### src/rtl/pmpw_pkg.sv
package pmpw_pkg;

    typedef enum logic [1:0] {
        KIND_CFG  = 2'd0,
        KIND_ADDR = 2'd1,
        KIND_SEC  = 2'd2,
        KIND_NONE = 2'd3
    } wkind_e;

    typedef enum logic [1:0] {
        MATCH_OFF   = 2'd0,
        MATCH_TOR   = 2'd1,
        MATCH_NA4   = 2'd2,
        MATCH_NAPOT = 2'd3
    } match_e;

    localparam int LOCK_POS      = 7;
    localparam int MODE_LO       = 3;
    localparam int SEC_W         = 3;
    localparam int SEC_LOCKDOWN  = 0;
    localparam int SEC_WHITELIST = 1;
    localparam int SEC_BYPASS    = 2;

endpackage

### src/rtl/pmpw_cfg_slot.sv
module pmpw_cfg_slot
    import pmpw_pkg::*;
#(
    parameter int XLEN  = 32,
    parameter int IDX_W = 5,
    parameter int ENTRY = 0
) (
    input  logic             wr_cfg,
    input  logic [IDX_W-1:0] wr_idx,
    input  logic [XLEN-1:0]  wr_data,
    input  logic [7:0]       cur,
    output logic [7:0]       nxt,
    output logic             modified
);
    localparam int LANES = XLEN / 8;

    logic       hit;
    logic [7:0] sel;

    // find the lane of the packed write that lands on this entry
    always_comb begin
        hit = 1'b0;
        sel = 8'h00;
        for (int l = 0; l < LANES; l++) begin
            if (int'(wr_idx) * 4 + l == ENTRY) begin
                hit = 1'b1;
                sel = wr_data[l*8 +: 8];
            end
        end
    end

    assign modified = wr_cfg && hit && !cur[LOCK_POS] && (sel != cur);
    assign nxt      = modified ? sel : cur;

endmodule

### src/rtl/pmpw_sec_unit.sv
module pmpw_sec_unit
    import pmpw_pkg::*;
(
    input  logic             ext_en,
    input  logic             wr_sec,
    input  logic [SEC_W-1:0] data,
    input  logic [SEC_W-1:0] cur,
    output logic [SEC_W-1:0] nxt,
    output logic             policy_chg
);
    always_comb begin
        nxt        = cur;
        policy_chg = 1'b0;
        if (wr_sec) begin
            if (ext_en) begin
                nxt                = data;
                nxt[SEC_LOCKDOWN]  = data[SEC_LOCKDOWN]  | cur[SEC_LOCKDOWN];
                nxt[SEC_WHITELIST] = data[SEC_WHITELIST] | cur[SEC_WHITELIST];
                policy_chg = (nxt[SEC_LOCKDOWN]  != cur[SEC_LOCKDOWN]) ||
                             (nxt[SEC_WHITELIST] != cur[SEC_WHITELIST]);
            end else begin
                nxt = '0;
            end
        end
    end

endmodule

### src/rtl/pmpw_rdmux.sv
module pmpw_rdmux
    import pmpw_pkg::*;
#(
    parameter int NUM   = 16,
    parameter int XLEN  = 32,
    parameter int IDX_W = 5
) (
    input  logic [1:0]          rd_kind,
    input  logic [IDX_W-1:0]    rd_idx,
    input  logic [NUM*8-1:0]    cfg_flat,
    input  logic [NUM*XLEN-1:0] addr_flat,
    input  logic [SEC_W-1:0]    sec,
    output logic [XLEN-1:0]     rd_data
);
    localparam int LANES = XLEN / 8;

    always_comb begin
        rd_data = '0;
        case (wkind_e'(rd_kind))
            KIND_CFG: begin
                for (int l = 0; l < LANES; l++) begin
                    for (int e = 0; e < NUM; e++) begin
                        if (int'(rd_idx) * 4 + l == e) begin
                            rd_data[l*8 +: 8] = cfg_flat[e*8 +: 8];
                        end
                    end
                end
            end
            KIND_ADDR: begin
                for (int e = 0; e < NUM; e++) begin
                    if (int'(rd_idx) == e) begin
                        rd_data = addr_flat[e*XLEN +: XLEN];
                    end
                end
            end
            KIND_SEC: rd_data[SEC_W-1:0] = sec;
            default:  rd_data = '0;
        endcase
    end

endmodule

### src/rtl/pmpw_ctrl.sv
module pmpw_ctrl
    import pmpw_pkg::*;
#(
    parameter int NUM  = 16,
    parameter int XLEN = 32,
    localparam int IDX_W = $clog2(NUM) + 1,
    localparam int CNT_W = $clog2(NUM + 1)
) (
    input  logic                clk,
    input  logic                rst_n,
    input  logic                ext_prot_en,
    input  logic                wr_en,
    input  logic [1:0]          wr_kind,
    input  logic [IDX_W-1:0]    wr_idx,
    input  logic [XLEN-1:0]     wr_data,
    input  logic [1:0]          rd_kind,
    input  logic [IDX_W-1:0]    rd_idx,
    output logic [XLEN-1:0]     rd_data,
    output logic                flush_o,
    output logic [NUM-1:0]      bound_upd_o,
    output logic [2*NUM-1:0]    match_mode_o,
    output logic [NUM-1:0]      lock_o,
    output logic [CNT_W-1:0]    active_cnt_o,
    output logic [SEC_W-1:0]    sec_o
);

    typedef struct packed {
        logic [NUM-1:0][7:0]      cfg;
        logic [NUM-1:0][XLEN-1:0] addr;
        logic [SEC_W-1:0]         sec;
        logic [CNT_W-1:0]         cnt;
        logic                     flush;
        logic [NUM-1:0]           bupd;
    } state_t;

    state_t st_d, st_q;

    logic wr_cfg, wr_addr, wr_sec;
    assign wr_cfg  = wr_en && (wkind_e'(wr_kind) == KIND_CFG);
    assign wr_addr = wr_en && (wkind_e'(wr_kind) == KIND_ADDR);
    assign wr_sec  = wr_en && (wkind_e'(wr_kind) == KIND_SEC);

    logic [NUM-1:0][7:0] cfg_nxt;
    logic [NUM-1:0]      cfg_mod;
    logic [NUM-1:0]      next_tor;
    logic [NUM-1:0]      next_tor_lock;
    logic [NUM-1:0]      addr_sel;

    for (genvar e = 0; e < NUM; e++) begin : g_entry
        pmpw_cfg_slot #(.XLEN(XLEN), .IDX_W(IDX_W), .ENTRY(e)) u_slot (
            .wr_cfg   (wr_cfg),
            .wr_idx   (wr_idx),
            .wr_data  (wr_data),
            .cur      (st_q.cfg[e]),
            .nxt      (cfg_nxt[e]),
            .modified (cfg_mod[e])
        );

        assign addr_sel[e] = wr_addr && (int'(wr_idx) == e);

        if (e < NUM - 1) begin : g_nb
            assign next_tor[e] =
                match_e'(st_q.cfg[e+1][MODE_LO +: 2]) == MATCH_TOR;
            assign next_tor_lock[e] = next_tor[e] && st_q.cfg[e+1][LOCK_POS];
        end else begin : g_last
            assign next_tor[e]      = 1'b0;
            assign next_tor_lock[e] = 1'b0;
        end

        assign match_mode_o[2*e +: 2] = st_q.cfg[e][MODE_LO +: 2];
        assign lock_o[e]              = st_q.cfg[e][LOCK_POS];
    end

    logic [SEC_W-1:0] sec_nxt;
    logic             sec_chg;

    pmpw_sec_unit u_sec (
        .ext_en     (ext_prot_en),
        .wr_sec     (wr_sec),
        .data       (wr_data[SEC_W-1:0]),
        .cur        (st_q.sec),
        .nxt        (sec_nxt),
        .policy_chg (sec_chg)
    );

    logic [CNT_W-1:0] cnt_new;
    always_comb begin
        cnt_new = '0;
        for (int e = 0; e < NUM; e++) begin
            if (cfg_nxt[e][MODE_LO +: 2] != 2'b00) begin
                cnt_new = cnt_new + CNT_W'(1);
            end
        end
    end

    always_comb begin
        st_d       = st_q;
        st_d.flush = 1'b0;
        st_d.bupd  = '0;

        // packed configuration bytes
        st_d.cfg = cfg_nxt;
        if (|cfg_mod) begin
            st_d.flush = 1'b1;
            st_d.bupd  = cfg_mod;
            st_d.cnt   = cnt_new;
        end

        // address words
        for (int e = 0; e < NUM; e++) begin
            if (addr_sel[e] && !st_q.cfg[e][LOCK_POS] && !next_tor_lock[e]
                && (st_q.addr[e] != wr_data)) begin
                st_d.addr[e] = wr_data;
                st_d.flush   = 1'b1;
                st_d.bupd[e] = 1'b1;
                if (next_tor[e] && (e + 1 < NUM)) begin
                    st_d.bupd[(e + 1) % NUM] = 1'b1;
                end
            end
        end

        // security register
        st_d.sec = sec_nxt;
        if (sec_chg) begin
            st_d.flush = 1'b1;
        end
    end

    always_ff @(posedge clk) begin
        if (!rst_n) begin
            st_q <= '0;
        end else begin
            st_q <= st_d;
        end
    end

    pmpw_rdmux #(.NUM(NUM), .XLEN(XLEN), .IDX_W(IDX_W)) u_rd (
        .rd_kind   (rd_kind),
        .rd_idx    (rd_idx),
        .cfg_flat  (st_q.cfg),
        .addr_flat (st_q.addr),
        .sec       (st_q.sec),
        .rd_data   (rd_data)
    );

    assign flush_o      = st_q.flush;
    assign bound_upd_o  = st_q.bupd;
    assign active_cnt_o = st_q.cnt;
    assign sec_o        = st_q.sec;

endmodule

### config.mk
export PLATFORM = sky130hd
export DESIGN_NAME = pmpw_ctrl
export DESIGN_NICKNAME = d
export VERILOG_FILES = /design/src/rtl/pmpw_pkg.sv /design/src/rtl/pmpw_cfg_slot.sv /design/src/rtl/pmpw_sec_unit.sv /design/src/rtl/pmpw_rdmux.sv /design/src/rtl/pmpw_ctrl.sv
export SDC_FILE = /design/constraint.sdc
export NUM_CORES = 2
export LEC_CHECK = 0
export BUFFER_PORTS_ARGS = -buffer_cell sky130_fd_sc_hd__buf_2
export CAP_MARGIN = 20
export CORE_MARGIN = 2
export CORE_UTILIZATION = 30
export CTS_BUF_LIST = sky130_fd_sc_hd__clkbuf_4 sky130_fd_sc_hd__clkbuf_8
export CTS_CLUSTER_SIZE = 12
export DETAILED_ROUTE_END_ITERATION = 6
export REMOVE_ABC_BUFFERS = 1
export SLEW_MARGIN = 20
export SYNTH_ARGS = -nofsm -noshare
export SYNTH_HDL_FRONTEND = slang
export SYNTH_SLANG_ARGS = --single-unit
### constraint.sdc
create_clock -name clk -period 15.7 [get_ports clk]
set_input_delay 3.925 -clock clk [delete_from_list [all_inputs] [get_ports clk]]
set_output_delay 3.925 -clock clk [all_outputs]
set_load 0.005 [all_outputs]
# After elaboration in Yosys (flattened, before gate mapping)
# Index checks and enable logic that the tools add are counted.
[word_totals]
reg_bits = 665
inputBits = 50
output_inout_bits = 105
elab_cells = 694
[op_classes]
add_sub_neg = 21
n_eq_ne = 173
muxes = 256
bitwise = 2
n_reduce_logical = 190
[ops]
columns = ["operator", "n"]
rows = [
  ["$eq 32x5->1 const B", 45],
  ["$mux 8", 104],
  ["$eq 32x4->1 const B", 20],
  ["$mux 32", 16],
  ["$ne 32x32->1", 16],
  ["$eq 32x3->1 const B", 8],
  ["$logic_not 32->1", 8],
  ["$mux 5", 31],
  ["$logic_and 1x1->1", 129],
  ["$eq 32x2->1 const B", 4],
  ["$ne 8x8->1", 16],
  ["$mux 1", 85],
  ["$eq 5x5->1 const B", 16],
  ["$add 5x1->5 const B", 15],
  ["$pmux 29 s2", 1],
  ["$eq 5x4->1 const B", 8],
  ["$eq 2x1->1 const B", 17],
  ["$add 7x2->8 const B", 4],
  ["$eq 8x2->1 const B", 4],
  ["$eq 8x3->1 const B", 4],
  ["$reduce_bool 2->1", 16],
  ["$logic_not 1->1", 31],
  ["$mux 2", 15],
  ["$eq 8x4->1 const B", 3],
  ["other kinds (14)", 26],
]

# Longest topological paths before layout
[depth]
ltp_word = 41
ltp_mapped = 55
mapped_depth_nobuf = 51

# Cells and area by module
# From an unflattened synthesis, not the netlist that was laid out.
[unflattened]
hier_cells = 5021
area_unflattened_um2 = 42727.2
[modules_own_cells]
columns = ["mod", "n_inst", "cells_each", "area_each_um2", "seq_area_each_um2"]
rows = [
  ["pmpw_ctrl", 1, 3188, 30754.5, 13312.8],
  ["pmpw_rdmux", 1, 953, 6007.0, 0.0],
  ["pmpw_cfg_slot (g_entry[10].u_slot ...)", 8, 55, 367.9, 0.0],
  ["pmpw_cfg_slot (g_entry[12].u_slot ...)", 4, 52, 375.4, 0.0],
  ["pmpw_cfg_slot (g_entry[0].u_slot ...)", 4, 55, 365.4, 0.0],
  ["pmpw_sec_unit", 1, 12, 60.1, 0.0],
]

# Worst setup path before layout
# No wires, ideal clock.
[synth_path]
path_kind = "input port to flip-flop"
start = "in wr_data[4]"
end = "reg st_q, in the netlist active_cnt_o[4]"
setup_time_ns = 0.120
t_arrival_ns = 12.528
t_required_ns = 15.580
slack_ns = 3.053
path_stages = 51
path_buffers = 4
cell_sequence = "clkbuf_1 clkbuf_1 clkbuf_1 a31oi_1 o32ai_1 nand4_1 nand3b_1 clkbuf_1 o21ai_0 o21a_1 inv_1 ha_1 xnor2_2 inv_1 ha_1 nand2_1 nand2_1 ha_1 [15 not listed] xnor2_1 a21oi_1 ha_1 inv_1 a21oi_1 o31ai_1 xnor2_1 o21ai_0 ha_1 o22ai_1 a31oi_1 mux2_2 ha_1 nand2_1 o21ai_0 o211ai_1 nor3b_1 a211o_1"
[synth_between]
elab_chain_cells = 39
word_cells_on_any_way = 64
classes_between = "add/sub: 15; eq/ne: 4; mux: 36; reduce/logical: 9"
[synth_rtl]
columns = ["item", "line", "source"]
rows = [
  ["start, declared", "pmpw_ctrl.sv:15", "input logic [XLEN-1:0] wr_data,"],
  ["$mux 8 (4 in series)", "pmpw_cfg_slot.sv:25", "if (int'(wr_idx) * 4 + l == ENTRY) begin"],
  ["$ne 8x8->1", "pmpw_cfg_slot.sv:32", "assign modified = wr_cfg && hit && !cur[LOCK_POS] && (sel != cur);"],
  ["$logic_and 1x1->1", "pmpw_cfg_slot.sv:32", ""],
  ["$mux 5", "pmpw_cfg_slot.sv:33", "assign nxt = modified ? sel : cur;"],
  ["$reduce_bool 2->1", "pmpw_ctrl.sv:90", "if (cfg_nxt[e][MODE_LO +: 2] != 2'b00) begin"],
  ["$mux 1", "pmpw_ctrl.sv:90", ""],
  ["$add 5x1->5", "pmpw_ctrl.sv:91", "cnt_new = cnt_new + CNT_W'(1);"],
  ["$mux 5", "pmpw_ctrl.sv:90", ""],
  ["[20 not listed]", "-", ""],
  ["$add 5x1->5", "pmpw_ctrl.sv:91", ""],
  ["$mux 5", "pmpw_ctrl.sv:90", ""],
  ["$add 5x1->5", "pmpw_ctrl.sv:91", ""],
  ["$mux 5", "pmpw_ctrl.sv:90", ""],
  ["$add 5x1->5", "pmpw_ctrl.sv:91", ""],
  ["$mux 5", "pmpw_ctrl.sv:90", ""],
  ["$add 5x1->5", "pmpw_ctrl.sv:91", ""],
  ["$mux 5", "pmpw_ctrl.sv:90", ""],
  ["end signal, assigned", "pmpw_ctrl.sv:133", "st_q <= st_d;"],
  ["end, declared", "pmpw_ctrl.sv:36", "state_t st_d, st_q;"],
]
# Several ways; a longest one is shown, not always the timed one.
# A chain may end at the register's enable or synchronous reset.

# Worst setup path after layout
[layout_path]
start = "in wr_idx[0]"
end = "reg st_q, in the netlist active_cnt_o[4]"
[layout_between]
elab_chain_cells = 41
word_cells_on_any_way = 287
classes_between = "add/sub: 18; eq/ne: 64; mux: 136; reduce/logical: 69"
[layout_rtl]
columns = ["item", "line", "source"]
rows = [
  ["start, declared", "pmpw_ctrl.sv:14", "input logic [IDX_W-1:0] wr_idx,"],
  ["parallel branches: the longest is 41 deep, another holds $add 7x1->8", "-", ""],
]
# Several ways; the timed one is not identified.

==> results by group <==
Setup path
  – R2R Setup Slk: a little under 6 ns
  – Max Fanout on Critical Path: 17
  – WP data required: 16.40 ns
  – Arr. time, crit path: 14.18 ns
  – Reg2Reg Launch Point: lock_o[1]
  – CP delay by family, top: compound AO/OA/AOI/OAI gates
  – Top cell by count, worst path: ha_1
  – Worst Path Buf+Inv: 4
  – Setup crit end kind: flop
  – Reg-to-Reg End: active_cnt_o[4]
  – CP max-delay cell: nor3_1
  – CP Launch Type: input pin
  – CP max stage delay: 0.88 ns
  – Critical path class: in2reg
  – Depth of the most critical reg-to-reg path: slightly below 50

Detailed routing
  – Avg Vias per Cell: 5.76
  – Routed wire length: between 150,000 and 200,000 um
  – Mean routed wirelength per cell: about 28 um
  – Total iterations of the first detailed-routing run: 7
  – Via count of the routed design: 37,200
  – First DRT Iteration DRCs: between 5,000 and 6,000
  – Antenna Nets Post-Route: 0
  – Residual DRC: 0

Finish
  – Footprint of the multi-input gates: 25,800 um^2
  – FF/Latch Area: roughly 13,000 um^2
  – Design Area, Final: around 46,000 um^2
  – Core Util, Final: ~33%
  – Layout area overhead: 10.9%
  – Share of layout cells above drive strength 1: 12.0%
  – # fillers: between 10,000 and 15,000
  – Nets: 4,635

STA
  – Worst Skew: roughly 0.076 ns
  – Hold slack: approximately 0.5 ns
  – Slew margin rel.: between 15 and 20%
  – Setup TNS: 0 ns
  – Post-route worst setup slack: about 2.2 ns
  – Fmax: approximately 74 MHz
  – Fin. Hold Viols: 0
  – Final period util: a little under nine tenths
  – Tightest Pin Transition: about 1.2 ns
  – Final setup viols: 0
  – Pins Over Slew Limit: 0
  – RSZ-0062 raised after global routing: no
  – Tmin final: roughly 13 ns

Hold path
  – WHS Path Cells: 1
  – Hold worst-path end: active_cnt_o[1]
  – Hold Path Class: reg2reg
  – Hold_sp: active_cnt_o[1]

Yosys
  – Synthesized area: roughly 41,000 um^2
  – Syn. warnings: 0
  – Post-synth EDFFs: 0
  – Post-synth ARST share: 0%
  – Seq/Total Area, Yosys: 32.2%
  – Post-synth top area share: 32.2%
  – Top FF cell, synth: dfxtp_1
  – Yosys cell types: 86
  – Cell taking the most area after synthesis: dfxtp_1
  – Syn Area/Cell: ~8.8 um^2
  – Synth Register Bits: between 600 and 700
  – Ranking of synthesized cells by area: dfxtp_1, mux2i_1, xnor2_1
  – Synthesized instance count: 4,689

Pwr
  – Lkg Pwr: ~14 nW
  – Power density over the cells: roughly 84 nW/um^2
  – Maximum vdd drop: 0.0652 mV

Clock tree
  – CTS clk-pin slew, worst paths: 0.06 ns
  – Post_cts resized: 0
  – Postcts setup bufs: 0
  – Hold-fix buffers at CTS: 0
  – CTS tree: built
  – H-tree depth: 3
  – Clk Latency, worst-skew pair: 0.83 ns
  – Clock sink total: 665
  – TritonCTS buffer count: ~120
  – Clk buf depth: 3
  – CTS root buf: clkbuf_8

Global route
  – Grt ovf: 0
  – All-Layer GR Usage: 24.4%
  – First-pass GRT wire length: about 250,000 um
  – Largest net degree at the start of global routing: between 150 and 200
  – Vias in the first global route: roughly 34,000
  – Antenna violations before repair: 19

Placement
  – Post-DP HPWL: around 130,000 um
  – Worst slack, placed: around 1.6 ns
  – Gpl congestion: ~0.96
  – Post-DP Area: 43,200 um^2
  – # port buffers: around 150

Floorplanning
  – Die Area: 141,000 um^2
  – Die width: about 380 um
  – Initial Util: between 30% and 40%
  – Chip height: 375 um
  – I/O pin cnt: 155
  – Area of the core: 137,000 um^2
  – Row cnt: 136

Job
  – Max capacitance violation total: 0

Outcome
  – Status: complete, no violations
[sequential cells by signal, summed over array words and instances (netlist names)]
| signal | flops |
|---|---|
| active_cnt_o | 5 |
| bound_upd_o | 16 |
| flush_o | 1 |
| lock_o | 16 |
| match_mode_o | 32 |
| sec_o | 3 |
| st_q | 592 |
[layout by cell type, fill, tap and decap left out, types with 122 or more instances in the layout]
| master | n |
|---|---|
| clkbuf_8 | 149 |
| mux2i_1 | 530 |
| nand4_1 | 148 |
| nor2_1 | 172 |
| nor2b_1 | 571 |
| buf_2 | 154 |
| xnor2_1 | 544 |
| nand2_1 | 137 |
| buf_4 | 122 |
| nand3_1 | 126 |
| dfxtp_1 | 665 |
[where the power goes]
| part | switching (mW) | internal [mW] |
|---|---|---|
| sequential | 0.00377 | 1.69 |
| combinational | 0.253 | 0.115 |
| clock | 0.819 | 0.974 |
| total | 1.08 | 2.78 |
[synth_stat cells, drive strengths merged (33+ instances only)]
library cell / number
dfxtp: 665
nor2b: 571
xnor2: 546
mux2i: 530
clkbuf: 346
nor2: 185
buf: 174
nand4: 148
nand2: 137
nand3: 127
a21oi: 120
a22oi: 117
a31oi: 111
o21ai: 95
xor2: 75
a21boi: 72
o32ai: 62
nor4: 52
nor4bb: 51
a222oi: 48
nor3: 39
inv: 35
nand2b: 33
[metrics by stage]
step                cells  power [mW]
finish               6454        3.86
global route         6453        3.95
CTS                  6450        3.86
detailed placement   6241        2.09
global placement     6240        2.09
floorplan            4169        1.87
[layer usage]
| layer | vias to the layer above | part of all wire, % | track usage (%) |
|---|---|---|---|
| met3 | 449 | 11 | 6.50 |
| met2 | 2159 | 42 | 36.1 |
| li1 | 16400 | - | - |
| met4 | 28 | 5.8 | 13.1 |
| met5 | - | 0.095 | 0 |
| met1 | 18200 | 41 | 32.4 |
[worst max path at each step]
stage	startpoint	to	slack, ns	cells past startpoint
2_1_floorplan	rd_idx[4]	rd_data[29]	2.34	13
3_3_place_gp	wr_idx[0]	active_cnt_o[4]	1.68	53
3_5_place_dp	wr_idx[0]	active_cnt_o[4]	1.62	50
4_1_cts	wr_idx[0]	active_cnt_o[4]	2.46	50
5_1_grt	wr_idx[0]	active_cnt_o[4]	1.47	53
6_report	wr_idx[0]	active_cnt_o[4]	2.22	50
[cell type report]
type	count	area share, %
inverters	36	0.306
diodes	4	0.0218
flip-flops and latches	665	29.1
repair buffers	278	3.76
multi-input cells	3468	56.4
clock buffers	185	5.07
well taps	1794	4.90
clock inverters	24	0.494
[cell families after synthesis]
kind of cell    synth area share [%]
simple gates                    20.6
buf+inv                         5.81
fa+ha+maj                      0.454
xor+xnor                        13.7
compound gates                  14.2
flops                           32.2
mux                             13.0
No activity file was read; power rests on OpenSTA's default activity.
